`config.mk`:
```
export PLATFORM = sky130hd
export DESIGN_NAME = cfgx_router
export DESIGN_NICKNAME = d
export VERILOG_FILES = /design/src/rtl/cfgx_pkg.sv /design/src/rtl/cfgx_classify.sv /design/src/rtl/cfgx_retarget.sv /design/src/rtl/cfgx_router.sv
export SDC_FILE = /design/constraint.sdc
export NUM_CORES = 1
export LEC_CHECK = 0
export ABC_AREA = 1
export CAP_MARGIN = 20
export CORE_AREA = 2 2 93 95
export CTS_CLUSTER_SIZE = 28
export DETAILED_ROUTE_END_ITERATION = 6
export DIE_AREA = 0 0 95 97
export GPL_ROUTABILITY_DRIVEN = 0
export PLACE_DENSITY = 0.75
export RECOVER_POWER = 100
export SLEW_MARGIN = 20
export SYNTH_ARGS = -nofsm -noshare
export SYNTH_HDL_FRONTEND = slang
export SYNTH_HIERARCHICAL = 1
export SYNTH_SLANG_ARGS = --single-unit
```
`constraint.sdc`:
```
create_clock -name clk -period 1.9 [get_ports clk]
set_input_delay 0.19 -clock clk [delete_from_list [all_inputs] [get_ports clk]]
set_output_delay 0.19 -clock clk [all_outputs]
set_load 0.05 [all_outputs]
```
`src/rtl/cfgx_pkg.sv`:
```
package cfgx_pkg;

    typedef enum logic [2:0] {
        RT_NONE  = 3'd0,
        RT_LOCAL = 3'd1,
        RT_FWD1  = 3'd2,
        RT_FWD0  = 3'd3,
        RT_ABORT = 3'd4
    } route_e;

    localparam logic [2:0] CMD_CFG_MSBS = 3'b101;

endpackage

```
`src/rtl/cfgx_classify.sv`:
```
module cfgx_classify
    import cfgx_pkg::*;
#(
    parameter int BUS_W   = 8,
    parameter int DEV_W   = 5,
    parameter int IDSEL_N = 16
) (
    input  logic [BUS_W-1:0] pri_bus,
    input  logic [BUS_W-1:0] sec_bus,
    input  logic [BUS_W-1:0] sub_bus,
    input  logic [BUS_W-1:0] tgt_bus,
    input  logic [DEV_W-1:0] tgt_dev,
    input  logic             is_type1,
    input  logic [3:0]       cmd,
    input  logic             idsel,
    output route_e           route
);

    logic is_cfg;
    logic dev_ok;
    logic deeper;

    always_comb begin
        is_cfg = (cmd[3:1] == CMD_CFG_MSBS);
        dev_ok = (int'(tgt_dev) < IDSEL_N);
        deeper = (tgt_bus > sec_bus) && (tgt_bus <= sub_bus);
        route  = RT_NONE;
        if (is_cfg) begin
            if (!is_type1) begin
                if (idsel) route = RT_LOCAL;
            end else if (tgt_bus == pri_bus) begin
                route = RT_NONE;
            end else if (tgt_bus == sec_bus) begin
                route = dev_ok ? RT_FWD0 : RT_ABORT;
            end else if (deeper) begin
                route = RT_FWD1;
            end
        end
    end

endmodule

```
`src/rtl/cfgx_retarget.sv`:
```
module cfgx_retarget #(
    parameter int ADDR_W   = 32,
    parameter int DEV_W    = 5,
    parameter int FN_W     = 3,
    parameter int REG_W    = 6,
    parameter int IDSEL_LO = 16,
    parameter int REG_LO   = 2
) (
    input  logic [DEV_W-1:0]  dev,
    input  logic [FN_W-1:0]   fn,
    input  logic [REG_W-1:0]  rg,
    output logic [ADDR_W-1:0] addr0
);

    localparam int IDSEL_N = ADDR_W - IDSEL_LO;
    localparam int FN_LO   = REG_LO + REG_W;

    logic [IDSEL_N-1:0] sel;

    for (genvar g = 0; g < IDSEL_N; g++) begin : g_sel
        assign sel[g] = (int'(dev) == g);
    end

    always_comb begin
        addr0                      = '0;
        addr0[IDSEL_LO +: IDSEL_N] = sel;
        addr0[FN_LO +: FN_W]       = fn;
        addr0[REG_LO +: REG_W]     = rg;
    end

endmodule

```
`src/rtl/cfgx_router.sv`:
```
module cfgx_router
    import cfgx_pkg::*;
#(
    parameter int ADDR_W   = 32,
    parameter int BUS_W    = 8,
    parameter int DEV_W    = 5,
    parameter int FN_W     = 3,
    parameter int REG_W    = 6,
    parameter int IDSEL_LO = 16
) (
    input  logic              clk,
    input  logic              rst_n,
    input  logic [BUS_W-1:0]  pri_bus,
    input  logic [BUS_W-1:0]  sec_bus,
    input  logic [BUS_W-1:0]  sub_bus,
    input  logic              in_valid,
    output logic              in_ready,
    input  logic [ADDR_W-1:0] in_addr,
    input  logic              in_type1,
    input  logic [3:0]        in_cmd,
    input  logic              in_idsel,
    output logic              loc_claim,
    output logic [FN_W-1:0]   loc_func,
    output logic [REG_W-1:0]  loc_reg,
    output logic [3:0]        out_cmd,
    output logic              fwd_valid,
    input  logic              fwd_ready,
    output logic [ADDR_W-1:0] fwd_addr,
    output logic              fwd_type1,
    output logic              mabort
);

    localparam int REG_LO  = 2;
    localparam int FN_LO   = REG_LO + REG_W;
    localparam int DEV_LO  = FN_LO + FN_W;
    localparam int BUS_LO  = DEV_LO + DEV_W;
    localparam int IDSEL_N = ADDR_W - IDSEL_LO;

    typedef struct packed {
        logic              fwd_v;
        logic [ADDR_W-1:0] fwd_a;
        logic              fwd_t1;
        logic              loc;
        logic              abt;
        logic [FN_W-1:0]   fn;
        logic [REG_W-1:0]  rg;
        logic [3:0]        cmd;
    } st_t;

    st_t st_d, st_q;

    route_e            route;
    logic [ADDR_W-1:0] addr0;
    logic              accept;

    cfgx_classify #(
        .BUS_W   (BUS_W),
        .DEV_W   (DEV_W),
        .IDSEL_N (IDSEL_N)
    ) u_classify (
        .pri_bus  (pri_bus),
        .sec_bus  (sec_bus),
        .sub_bus  (sub_bus),
        .tgt_bus  (in_addr[BUS_LO +: BUS_W]),
        .tgt_dev  (in_addr[DEV_LO +: DEV_W]),
        .is_type1 (in_type1),
        .cmd      (in_cmd),
        .idsel    (in_idsel),
        .route    (route)
    );

    cfgx_retarget #(
        .ADDR_W   (ADDR_W),
        .DEV_W    (DEV_W),
        .FN_W     (FN_W),
        .REG_W    (REG_W),
        .IDSEL_LO (IDSEL_LO),
        .REG_LO   (REG_LO)
    ) u_retarget (
        .dev   (in_addr[DEV_LO +: DEV_W]),
        .fn    (in_addr[FN_LO +: FN_W]),
        .rg    (in_addr[REG_LO +: REG_W]),
        .addr0 (addr0)
    );

    assign in_ready = !st_q.fwd_v;
    assign accept   = in_valid && in_ready;

    always_comb begin
        st_d     = st_q;
        st_d.loc = 1'b0;
        st_d.abt = 1'b0;
        if (st_q.fwd_v && fwd_ready) st_d.fwd_v = 1'b0;
        if (accept) begin
            st_d.cmd = in_cmd;
            case (route)
                RT_LOCAL: begin
                    st_d.loc = 1'b1;
                    st_d.fn  = in_addr[FN_LO +: FN_W];
                    st_d.rg  = in_addr[REG_LO +: REG_W];
                end
                RT_FWD1: begin
                    st_d.fwd_v  = 1'b1;
                    st_d.fwd_a  = in_addr;
                    st_d.fwd_t1 = 1'b1;
                end
                RT_FWD0: begin
                    st_d.fwd_v  = 1'b1;
                    st_d.fwd_a  = addr0;
                    st_d.fwd_t1 = 1'b0;
                end
                RT_ABORT: st_d.abt = 1'b1;
                default:  ;
            endcase
        end
    end

    always_ff @(posedge clk) begin
        if (!rst_n) st_q <= '0;
        else        st_q <= st_d;
    end

    assign loc_claim = st_q.loc;
    assign loc_func  = st_q.fn;
    assign loc_reg   = st_q.rg;
    assign out_cmd   = st_q.cmd;
    assign fwd_valid = st_q.fwd_v;
    assign fwd_addr  = st_q.fwd_a;
    assign fwd_type1 = st_q.fwd_t1;
    assign mabort    = st_q.abt;

endmodule

```
==> results.json <==
{
  "start_util": 0.404,
  "post_drt_wl_per_cell_um": 14.3,
  "die_h_um": 97,
  "fin_cells": 731,
  "start_kind": "input port",
  "die-area_mm2": 0.00922,
  "holdPathEnd": "out_cmd[3]$_SDFFE_PN0P_",
  "firstDrtPassIters": 4,
  "worstSetupPathType": "input port to flop",
  "largest_register_ffs": 32,
  "status": "complete, no violations",
  "fillCellCount": 672,
  "cts_tree": "done",
  "nets": 707,
  "hold_viol_final": 0,
  "pwr-share-clk": 0.333,
  "antenna_found_initial": 0,
  "dp_hpwl_um": 6930,
  "p_sw_frac": 0.283,
  "yosysWarnings": 6,
  "final_max_slew_viol_count": 0,
  "root_buffer": "clkbuf_8",
  "rows": 33,
  "setup_slack_ps": 56.8,
  "regToRegEndpoint": "fwd_addr[11]$_SDFFE_PN0P_",
  "synthCells": 493,
  "postSynthAreaPerCell_um2": 6.67,
  "ys_seq_elements": 49,
  "syn_to_final_growth_pct": 59.2,
  "arrival_ps": 2120,
  "grt_max_degree": 35,
  "crit_path_max_fanout": 8,
  "combPwrFrac": 0.235,
  "fin_total_pwr_uw": 2420,
  "syn-cell-area_mm2": 0.00329,
  "viasPerCell": 5.01,
  "slew_headroom": 0.647,
  "p_seq_frac": 0.431,
  "antenna_left": 0,
  "fin_skew_ps": 9.75,
  "drc": 0,
  "clk_pin_slew_ps": 100,
  "die_w_um": 95,
  "hold_start": "in_cmd[3]",
  "post-route-min-period_ps": 1840,
  "dp.cells": 706,
  "vias": 3661,
  "timing.final.crit_share": 0.970,
  "min_path_cells": 3,
  "wirelength_um": 10500,
  "seq_area_frac_synth": 0.298,
  "critical_path_required_ps": 2170,
  "hold_class": "input port to flop",
  "drive_above_1_share": 0.286,
  "clk-insertion-delay-late_ps": 310,
  "tightest_slew_ps": 527,
  "cts.sinks": 49,
  "portBuffers": 115,
  "drv_cap": 0,
  "final.setup.tns_ps": 0,
  "end_kind": "flop",
  "synth.distinct_cells": 31,
  "p_leak_uw": 0.00242,
  "post-place-ws_ps": -670,
  "drtIter0Drc": 146,
  "switching_power_uw": 686,
  "irDropWorstVdd_v": 0.000341,
  "io_pins": 116,
  "cts_made_buffers": 5,
  "overflow": 0,
  "setup_viol": 0,
  "reg2reg_slack_ps": 270,
  "power_density_mw_per_mm2": 463,
  "p_int_uw": 1740,
  "grt_pass1_vias": 3511,
  "r2r_start": "fwd_valid$_SDFF_PN0_",
  "reg2reg_depth": 6,
  "cts_max_level": 2,
  "n_antenna_cell": 0,
  "fmax_ghz": 0.543,
  "core_mm2": 0.00813,
  "grt_pass1_wl_um": 15800,
  "clockBufferDepth": 2,
  "grt_use_total": 0.214
}
## through the flow
stage	hold slack, ps	area (µm²)	util
after global routing	283	5230	0.643
final	190	5230	0.643
after CTS	397	5040	0.619
after detailed placement	468	4560	0.561
after global placement	462	4560	0.561
after floorplan	326	3310	-
## worst max path at each step
stage                           start                   endpoint  slack (ps)  depth (start not counted)
after floorplan            sub_bus[7]  fwd_addr[28]$_SDFFE_PN0P_          10                         16
after global placement    in_addr[23]  fwd_addr[25]$_SDFFE_PN0P_        -600                         14
after detailed placement  in_addr[21]  fwd_addr[20]$_SDFFE_PN0P_        -670                         16
after CTS                 in_addr[22]  fwd_addr[20]$_SDFFE_PN0P_           5                         17
after global routing       sub_bus[4]  fwd_addr[20]$_SDFFE_PN0P_         -80                         17
final                        in_type1  fwd_addr[21]$_SDFFE_PN0P_          60                         15
## logic make-up (layout without fill, tap and decap cells)
kind of cell,Yosys count,after routing,synth area share
fa+ha+maj,16,16,0.0609
flops,49,49,0.298
simple gates,286,286,0.387
other cells,1,7,0.00114
compound gates,42,42,0.0830
buf+inv,91,218,0.148
xor+xnor,8,8,0.0213
## Yosys cell counts (all sizes together)
library cell / instances / area [µm²]
nand2: 136 / 557
ha: 16 / 200
a21o: 1 / 7.51
nand4: 35 / 219
clkinv: 2 / 7.51
buf: 39 / 288
nor2: 89 / 364
dfxtp: 49 / 981
a21oi: 25 / 181
o21ai: 15 / 75.1
o21a: 1 / 8.76
nand3: 23 / 115
inv: 49 / 189
clkbuf: 1 / 3.75
conb: 1 / 3.75
xnor2: 8 / 70.1
nor3: 2 / 10.0
or2: 1 / 6.26
## worst max-delay path: stages
cell and delay (ps):
clkdlybuf4s50_1 460, inv_1 60, nor3_2 110, buf_4 150, nand2_2 70, buf_4 140, o21ai_4 140, inv_2 70
buf_6 140, nor2_4 160, clkbuf_16 170, nand2_1 50, nand3_1 80, nand2_1 70, inv_1 50
## cell type report
type	instances	area, µm²	share of cell area
clock buffer	6	82.6	0.0158
clock inverter	2	37.5	0.00718
inverter	51	199	0.0380
multi-input combinational	359	2200	0.420
sequential	49	981	0.188
tap	105	131	0.0251
timing repair buffer	159	1600	0.306
## repair_timing
action | CTS | global route
endpoints found under the setup margin | 45 | 43
cloned | 3 | 1
hold buffers | 0 | 0
buffers inserted | 9 | 6
pin swaps | 45 | 47
resized for setup | 87 | 114
## cells in the final DEF (no fill, tap or decap), drive strengths merged
| cell type | Yosys | layout |
|---|---|---|
| dfxtp | 49 | 49 |
| nor3 | 2 | 2 |
| dlymetal6s2s | 0 | 11 |
| nand4 | 35 | 35 |
| conb | 1 | 7 |
| clkinvlp | 0 | 2 |
| bufinv | 0 | 1 |
| a21oi | 25 | 25 |
| nand3 | 23 | 23 |
| a21o | 1 | 1 |
| nor2 | 89 | 89 |
| ha | 16 | 16 |
| inv | 49 | 48 |
| or2 | 1 | 1 |
| clkinv | 2 | 2 |
| clkdlybuf4s50 | 0 | 30 |
| clkdlybuf4s15 | 0 | 2 |
| clkbuf | 1 | 21 |
| nand2 | 136 | 136 |
| o21ai | 15 | 15 |
| o21a | 1 | 1 |
| dlygate4sd3 | 0 | 50 |
| buf | 39 | 51 |
| xnor2 | 8 | 8 |
## power by group through the flow
stage / Clock, µW / Sequential [µW] / Combinational (µW)
finish: 807 / 1040 / 570
global placement: 0 / 1070 / 456
CTS: 813 / 1050 / 504
floorplan: 0 / 1110 / 195
global route: 851 / 1050 / 611
detailed placement: 0 / 1070 / 465
## metal layers
metal	GRT usage	routed length, µm	vias to the layer above	part of all wire
li1	-	-	1810	-
met1	0.253	4230	1691	0.40
met2	0.390	5430	141	0.52
met3	0.0335	618	19	0.059
met4	0.0647	175	0	0.017
met5	0	0	-	0
Power figures use the tool's default switching activity.
